===== src/rtl/rangecfg_pkg.sv =====
package rangecfg_pkg;
  localparam int unsigned REG_W     = 64;
  localparam int unsigned FIX_COUNT = 11;

  localparam logic [REG_W-1:0] DEF_FIELDS   = 64'h0000_0000_0000_0CFF;
  localparam logic [31:0]      BASE_LO_KEEP = 32'hFFFF_F0FF;
  localparam logic [31:0]      MASK_LO_KEEP = 32'hFFFF_F800;

  localparam int unsigned CHG_FIX = 0;
  localparam int unsigned CHG_VAR = 1;
  localparam int unsigned CHG_DEF = 2;

  typedef enum logic [3:0] {
    S_IDLE, S_LOCK, S_CD_SET, S_CFLUSH, S_PGE_CLR, S_TLB_IN, S_DEF_RD, S_DEF_WR,
    S_RNG_RD, S_RNG_WR, S_MERGE, S_TLB_OUT, S_DEF_RST, S_CD_CLR, S_PGE_RST, S_DONE
  } seq_state_e;
endpackage


===== src/rtl/rangecfg_tgt_sel.sv =====
module rangecfg_tgt_sel
  import rangecfg_pkg::*;
#(
  parameter int unsigned NUM_VAR = 8,
  parameter int unsigned ADDR_W  = 12,
  parameter int unsigned HI_BITS = 4,
  parameter logic [ADDR_W-1:0] VAR_ADDR   = 'h020,
  parameter logic [ADDR_W-1:0] FIX64_ADDR = 'h040,
  parameter logic [ADDR_W-1:0] FIX16_ADDR = 'h048,
  parameter logic [ADDR_W-1:0] FIX4_ADDR  = 'h050,
  localparam int unsigned N_ENT = 2*NUM_VAR + FIX_COUNT,
  localparam int unsigned IDX_W = $clog2(N_ENT)
) (
  input  logic [IDX_W-1:0]           idx,
  input  logic [NUM_VAR*REG_W-1:0]   tgt_var_base,
  input  logic [NUM_VAR*REG_W-1:0]   tgt_var_mask,
  input  logic [FIX_COUNT*REG_W-1:0] tgt_fix,
  output logic [ADDR_W-1:0]          sel_addr,
  output logic [REG_W-1:0]           sel_tgt,
  output logic [REG_W-1:0]           sel_keep,
  output logic                       sel_is_fix
);
  localparam logic [31:0] HI_KEEP = 32'((64'd1 << HI_BITS) - 64'd1);

  logic [ADDR_W-1:0] addr_tab [N_ENT];
  logic [REG_W-1:0]  tgt_tab  [N_ENT];
  logic [REG_W-1:0]  keep_tab [N_ENT];

  for (genvar v = 0; v < NUM_VAR; v++) begin : g_var
    assign addr_tab[2*v]   = VAR_ADDR + ADDR_W'(2*v);
    assign tgt_tab[2*v]    = tgt_var_base[v*REG_W +: REG_W];
    assign keep_tab[2*v]   = {HI_KEEP, BASE_LO_KEEP};
    assign addr_tab[2*v+1] = VAR_ADDR + ADDR_W'(2*v+1);
    assign tgt_tab[2*v+1]  = tgt_var_mask[v*REG_W +: REG_W];
    assign keep_tab[2*v+1] = {HI_KEEP, MASK_LO_KEEP};
  end

  for (genvar f = 0; f < FIX_COUNT; f++) begin : g_fix
    if (f == 0) begin : g_64k
      assign addr_tab[2*NUM_VAR+f] = FIX64_ADDR;
    end else if (f < 3) begin : g_16k
      assign addr_tab[2*NUM_VAR+f] = FIX16_ADDR + ADDR_W'(f-1);
    end else begin : g_4k
      assign addr_tab[2*NUM_VAR+f] = FIX4_ADDR + ADDR_W'(f-3);
    end
    assign tgt_tab[2*NUM_VAR+f]  = tgt_fix[f*REG_W +: REG_W];
    assign keep_tab[2*NUM_VAR+f] = '1;
  end

  always_comb begin
    sel_addr   = '0;
    sel_tgt    = '0;
    sel_keep   = '0;
    sel_is_fix = 1'b0;
    if (int'(idx) < N_ENT) begin
      sel_addr   = addr_tab[idx];
      sel_tgt    = tgt_tab[idx];
      sel_keep   = keep_tab[idx];
      sel_is_fix = int'(idx) >= 2*NUM_VAR;
    end
  end
endmodule


===== src/rtl/rangecfg_def_merge.sv =====
module rangecfg_def_merge
  import rangecfg_pkg::*;
(
  input  logic [REG_W-1:0] saved,
  input  logic [7:0]       tgt_type,
  input  logic [1:0]       tgt_en,
  output logic [REG_W-1:0] parked,
  output logic [REG_W-1:0] merged,
  output logic             differs
);
  assign parked  = saved & ~DEF_FIELDS;
  assign merged  = parked | {{(REG_W-12){1'b0}}, tgt_en, 2'b00, tgt_type};
  assign differs = (saved[7:0] != tgt_type) || (saved[11:10] != tgt_en);
endmodule


===== src/rtl/rangecfg_seq.sv =====
module rangecfg_seq
  import rangecfg_pkg::*;
#(
  parameter int unsigned NUM_VAR = 8,
  parameter int unsigned ADDR_W  = 12,
  parameter int unsigned HI_BITS = 4,
  parameter logic [ADDR_W-1:0] DEF_ADDR   = 'h010,
  parameter logic [ADDR_W-1:0] VAR_ADDR   = 'h020,
  parameter logic [ADDR_W-1:0] FIX64_ADDR = 'h040,
  parameter logic [ADDR_W-1:0] FIX16_ADDR = 'h048,
  parameter logic [ADDR_W-1:0] FIX4_ADDR  = 'h050
) (
  input  logic                       clk,
  input  logic                       rst_n,
  input  logic                       start,
  input  logic                       pge_supported,
  input  logic [NUM_VAR*64-1:0]      tgt_var_base,
  input  logic [NUM_VAR*64-1:0]      tgt_var_mask,
  input  logic [11*64-1:0]           tgt_fix,
  input  logic [7:0]                 tgt_def_type,
  input  logic [1:0]                 tgt_def_en,
  output logic                       busy,
  output logic                       done,
  output logic [2:0]                 change_mask,
  output logic [2:0]                 sticky_mask,
  output logic                       lock_req,
  input  logic                       lock_gnt,
  output logic                       ctl_wr,
  output logic                       ctl_cd,
  output logic                       ctl_pge,
  input  logic                       ctl_pge_cur,
  output logic                       cache_flush_req,
  input  logic                       cache_flush_ack,
  output logic                       tlb_flush_req,
  input  logic                       tlb_flush_ack,
  output logic                       reg_valid,
  input  logic                       reg_ready,
  output logic                       reg_we,
  output logic [ADDR_W-1:0]          reg_addr,
  output logic [63:0]                reg_wdata,
  input  logic [63:0]                reg_rdata
);
  localparam int unsigned N_ENT = 2*NUM_VAR + FIX_COUNT;
  localparam int unsigned IDX_W = $clog2(N_ENT);
  localparam logic [IDX_W-1:0] LAST_IDX = IDX_W'(N_ENT-1);

  seq_state_e        state, state_nx;
  logic [IDX_W-1:0]  idx;
  logic [REG_W-1:0]  def_saved;
  logic              pge_q;
  logic [2:0]        cmask;
  logic [2:0]        sticky;

  logic [ADDR_W-1:0] sel_addr;
  logic [REG_W-1:0]  sel_tgt, sel_keep;
  logic              sel_is_fix;
  logic [REG_W-1:0]  def_parked, def_merged;
  logic              def_differs;
  logic              acc, rng_differs, at_last;

  rangecfg_tgt_sel #(
    .NUM_VAR(NUM_VAR), .ADDR_W(ADDR_W), .HI_BITS(HI_BITS), .VAR_ADDR(VAR_ADDR),
    .FIX64_ADDR(FIX64_ADDR), .FIX16_ADDR(FIX16_ADDR), .FIX4_ADDR(FIX4_ADDR)
  ) u_sel (
    .idx(idx), .tgt_var_base(tgt_var_base), .tgt_var_mask(tgt_var_mask), .tgt_fix(tgt_fix),
    .sel_addr(sel_addr), .sel_tgt(sel_tgt), .sel_keep(sel_keep), .sel_is_fix(sel_is_fix)
  );

  rangecfg_def_merge u_merge (
    .saved(def_saved), .tgt_type(tgt_def_type), .tgt_en(tgt_def_en),
    .parked(def_parked), .merged(def_merged), .differs(def_differs)
  );

  assign acc         = reg_valid && reg_ready;
  assign rng_differs = |((reg_rdata ^ sel_tgt) & sel_keep);
  assign at_last     = (idx == LAST_IDX);

  always_comb begin
    state_nx = state;
    unique case (state)
      S_IDLE:    if (start) state_nx = S_LOCK;
      S_LOCK:    if (lock_gnt) state_nx = S_CD_SET;
      S_CD_SET:  state_nx = S_CFLUSH;
      S_CFLUSH:  if (cache_flush_ack) state_nx = pge_supported ? S_PGE_CLR : S_TLB_IN;
      S_PGE_CLR: state_nx = S_TLB_IN;
      S_TLB_IN:  if (tlb_flush_ack) state_nx = S_DEF_RD;
      S_DEF_RD:  if (acc) state_nx = S_DEF_WR;
      S_DEF_WR:  if (acc) state_nx = S_RNG_RD;
      S_RNG_RD:  if (acc) state_nx = rng_differs ? S_RNG_WR : (at_last ? S_MERGE : S_RNG_RD);
      S_RNG_WR:  if (acc) state_nx = at_last ? S_MERGE : S_RNG_RD;
      S_MERGE:   state_nx = S_TLB_OUT;
      S_TLB_OUT: if (tlb_flush_ack) state_nx = S_DEF_RST;
      S_DEF_RST: if (acc) state_nx = S_CD_CLR;
      S_CD_CLR:  state_nx = pge_supported ? S_PGE_RST : S_DONE;
      S_PGE_RST: state_nx = S_DONE;
      S_DONE:    state_nx = S_IDLE;
      default:   state_nx = S_IDLE;
    endcase
  end

  always_ff @(posedge clk or negedge rst_n) begin
    if (!rst_n) begin
      state     <= S_IDLE;
      idx       <= '0;
      def_saved <= '0;
      pge_q     <= 1'b0;
      cmask     <= '0;
      sticky    <= '0;
    end else begin
      state <= state_nx;
      case (state)
        S_IDLE:   if (start) cmask <= '0;
        S_LOCK:   if (lock_gnt) pge_q <= ctl_pge_cur;
        S_DEF_RD: if (acc) def_saved <= reg_rdata;
        S_DEF_WR: if (acc) idx <= '0;
        S_RNG_RD: if (acc && !rng_differs && !at_last) idx <= idx + 1'b1;
        S_RNG_WR: if (acc) begin
          if (sel_is_fix) cmask[CHG_FIX] <= 1'b1;
          else            cmask[CHG_VAR] <= 1'b1;
          if (!at_last) idx <= idx + 1'b1;
        end
        S_MERGE:  if (def_differs) begin
          def_saved      <= def_merged;
          cmask[CHG_DEF] <= 1'b1;
        end
        S_DONE:   sticky <= sticky | cmask;
        default:  ;
      endcase
    end
  end

  assign busy            = (state != S_IDLE);
  assign done            = (state == S_DONE);
  assign change_mask     = cmask;
  assign sticky_mask     = sticky;
  assign lock_req        = (state != S_IDLE) && (state != S_DONE);
  assign cache_flush_req = (state == S_CFLUSH);
  assign tlb_flush_req   = (state == S_TLB_IN) || (state == S_TLB_OUT);

  always_comb begin
    ctl_wr  = 1'b0;
    ctl_cd  = 1'b0;
    ctl_pge = 1'b0;
    case (state)
      S_CD_SET:  begin ctl_wr = 1'b1; ctl_cd = 1'b1; ctl_pge = pge_q; end
      S_PGE_CLR: begin ctl_wr = 1'b1; ctl_cd = 1'b1; ctl_pge = 1'b0; end
      S_CD_CLR:  begin ctl_wr = 1'b1; ctl_pge = pge_supported ? 1'b0 : pge_q; end
      S_PGE_RST: begin ctl_wr = 1'b1; ctl_pge = pge_q; end
      default:   ;
    endcase
  end

  always_comb begin
    reg_valid = 1'b0;
    reg_we    = 1'b0;
    reg_addr  = DEF_ADDR;
    reg_wdata = '0;
    case (state)
      S_DEF_RD:  reg_valid = 1'b1;
      S_DEF_WR:  begin reg_valid = 1'b1; reg_we = 1'b1; reg_wdata = def_parked; end
      S_RNG_RD:  begin reg_valid = 1'b1; reg_addr = sel_addr; end
      S_RNG_WR:  begin reg_valid = 1'b1; reg_we = 1'b1; reg_addr = sel_addr; reg_wdata = sel_tgt; end
      S_DEF_RST: begin reg_valid = 1'b1; reg_we = 1'b1; reg_wdata = def_saved; end
      default:   ;
    endcase
  end
endmodule


===== config.mk =====
export PLATFORM = sky130hd
export DESIGN_NAME = rangecfg_seq
export DESIGN_NICKNAME = d
export VERILOG_FILES = /design/src/rtl/rangecfg_pkg.sv /design/src/rtl/rangecfg_tgt_sel.sv /design/src/rtl/rangecfg_def_merge.sv /design/src/rtl/rangecfg_seq.sv
export SDC_FILE = /design/constraint.sdc
export NUM_CORES = 1
export LEC_CHECK = 0
export BUFFER_PORTS_ARGS = -buffer_cell sky130_fd_sc_hd__clkbuf_2
export CORE_AREA = 2 2 736 738
export CTS_CLUSTER_SIZE = 10
export DETAILED_ROUTE_END_ITERATION = 7
export DIE_AREA = 0 0 738 740
export PLACE_DENSITY = 0.3
export SYNTH_ARGS = -nofsm -noshare
export SYNTH_HDL_FRONTEND = slang
export SYNTH_SLANG_ARGS = --single-unit

===== constraint.sdc =====
create_clock -name clk -period 10.8 [get_ports clk]
set_clock_uncertainty 0.1 [all_clocks]
set_input_delay 1.08 -clock clk [delete_from_list [all_inputs] [get_ports clk]]
set_output_delay 1.08 -clock clk [all_outputs]
set_load 0.02 [all_outputs]

==> metrics <==
outcome=finished clean; busiest grt layer=met2; core area=539000 um2; CTS Buffer Depth=2; post-synth cell types=81; post-synthesis cell count=2135; DRT Pass-1 Iters=5; clock slew at the register clock pins of the worst setup and hold paths=0.08 ns; worst path required time=11.05 ns; post-route cell area=39700 um2; Die H=740 um; P per Cell Area=263 nW/um2; Flop pwr share=0.065; register area share after synthesis=0.0991; setup total negative slack=0 ns; commonest non-fill, non-tap cell in the layout=clkbuf_2; Yosys warnings=0; worst skew pair latency=0.44 ns; vias per inst=2.82; Pint=3170 uW; Placed Area=38600 um2; fin. max-slew vios=0; M1 GR Usage=0.207; Avg Inst Size Synth=9.46 um2; share of layout cells above drive strength 1=0.604; worst min-delay path class=reg2reg; max_cap viols=0; DRT iter0 DRCs=2627; hold slack=0.360 ns; via count=32360; R2R setup slack=3.09 ns; synthesized flop and latch total=80; Clock Sinks=80; Peak VDD IR=136 uV; Final Net Count=5754; commonest non-fill, non-tap cells in the layout=clkbuf_2, mux2i_1, mux4_2; first-pass GRT wire length=598000 um; initial core utilization=0.0375; hold buffer count at CTS=0; gp weighted congestion=0.867; DRC violations left=0; dominant synthesized flop cell=dfrtp_1; GR Layer Usage met2=0.327; Worst Setup End Kind=flop; Root Buffer=clkbuf_16; Hold Crit Start=sticky_mask[1]$_DFFE_PN0P_; Cell Rows=270; postcts setup bufs=0; Psw=7300 uW; Max-slew headroom=0.0769; Critical path origin=idx[1]$_DFFE_PN0P_; Leak=0.0146 uW; asr flop ratio synth=1.00; Crit Path Class=reg2reg; number of port buffers=1897; P&R area growth vs syn=96.8%; DIE AREA=546000 um2; Final setup viols=0; Worst Tran Pin Value=1.37 ns; Achievable Freq=0.130 GHz; All-Layer GR Usage=0.186; initial antenna violation count=730; Post-Route WL=530000 um; pin count of the biggest net entering global routing=91; vias in the first global route=30842; WL/cell=46.1 um; crit path launch type=flop; net switching fraction of the power=0.697; EDFF count, synth=0; Worst Path Max Fanout=36; TritonCTS clock tree=yes; H-tree depth=3; IO Pins=1903; RSZ-0062 raised after global routing=false; HPWL after detailed placement=489000 um; Final period util=0.714; beginning of the worst register-to-register path=idx[1]$_DFFE_PN0P_; met3 GRT Util=0.0723; post-CTS sizing=0; fin crit period=7.71 ns; CP arrival=7.96 ns; Clock power frac=0.036; gr ovfl total=0; CTS Buf Count=9; Cell Area, Synth=20200 um2; Post-DRT Antenna Nets=0; die width=738 um; Final Hold Viols=0; combinational share of power=0.899
==> cells in the mapped netlist (31+ instances only) <==
| cell type | n | area (um2) |
|---|---|---|
| a22o_1 | 50 | 438 |
| mux4_2 | 193 | 4350 |
| a22oi_1 | 160 | 1200 |
| nand2_1 | 170 | 638 |
| nor2_1 | 83 | 312 |
| clkbuf_1 | 89 | 334 |
| mux2_2 | 80 | 901 |
| o21ai_0 | 64 | 320 |
| nand4_1 | 31 | 194 |
| buf_4 | 31 | 233 |
| nand3_1 | 93 | 465 |
| a221oi_1 | 36 | 315 |
| dfrtp_1 | 80 | 2000 |
| buf_2 | 51 | 255 |
| xor2_1 | 32 | 280 |
| xnor2_1 | 34 | 298 |
| mux2i_1 | 426 | 4260 |
| a21oi_1 | 67 | 335 |
==> cells by family after synthesis <==
logic type	share of synthesized area
multiplexers	0.488
AO/OA/AOI/OAI	0.190
AND/OR/NAND/NOR	0.119
buffers and inverters	0.0719
flip-flops	0.0991
XOR/XNOR	0.0286
adder cells (fa/ha/maj)	0.00372
other	0.000186
==> flip-flops by register name, summed over array words and instances, names as in the netlist <==
| signal | count |
|---|---|
| change_mask | 3 |
| def_saved | 64 |
| idx | 5 |
| pge_q | 1 |
| state | 4 |
| sticky_mask | 3 |
==> final timing paths <==
check / endpoint / cells after the start
max in group asynchronous: idx[2]$_DFFE_PN0P_ / 2
worst min-delay path: sticky_mask[1]$_DFFE_PN0P_ / 1
worst min register to register: sticky_mask[1]$_DFFE_PN0P_ / 1
worst max-delay path: idx[3]$_DFFE_PN0P_ / 14
min in group asynchronous: pge_q$_DFFE_PN0P_ / 1
worst max register to register: idx[3]$_DFFE_PN0P_ / 14
==> stage by stage <==
step | utilization | worst slack (ns) | power, uW | instances
after floorplan | - | 6.37 | 4050 | 2139
after global placement | 0.0715 | 2.98 | 10600 | 11127
after detailed placement | 0.0717 | 3.20 | 10600 | 11134
after CTS | 0.0722 | 3.13 | 11000 | 11150
after global routing | 0.0733 | 3.10 | 10900 | 11379
final | 0.0738 | 3.09 | 10500 | 11484
==> worst max-delay path: stages, from the launching register on <==
cell and delay [ns]:
dfrtp_4 0.76, buf_4 0.62, buf_4 0.61, mux4_2 0.44, nor2_1 0.53, a2bb2oi_1 0.99, nand3_1 0.49, xor2_1 0.33
nor4_2 0.60, buf_4 0.22, nand4_1 0.44, a2111oi_4 0.47, o211ai_4 0.22, or4_1 0.53, o21ai_1 0.09
==> layer usage <==
layer / routed length, um / vias up
met5: 2330 / -
met4: 18700 / 348
met3: 50200 / 1065
met2: 259000 / 2538
met1: 200000 / 15874
li1: - / 12535
==> power groups by stage <==
stage          combinational (uW)  sequential (uW)  clock, uW
3_3_place_gp                 9920              695          0
3_5_place_dp                 9870              692          0
5_1_grt                      9830              695        396
4_1_cts                      9890              685        396
2_1_floorplan                3530              520          0
6_report                     9410              678        380
==> area by class of cell <==
class                           instances  area, um2
Fill cell                           63732     499000
Multi-Input combinational cell       1820      17000
Timing Repair Buffer                 2015      10500
Tap cell                             7208       9020
Sequential cell                        80       2020
Antenna cell                          334        836
Clock buffer                           10        239
Inverter                               11       53.8
Clock inverter                          6       50.0
Power figures use the tool's default switching activity.
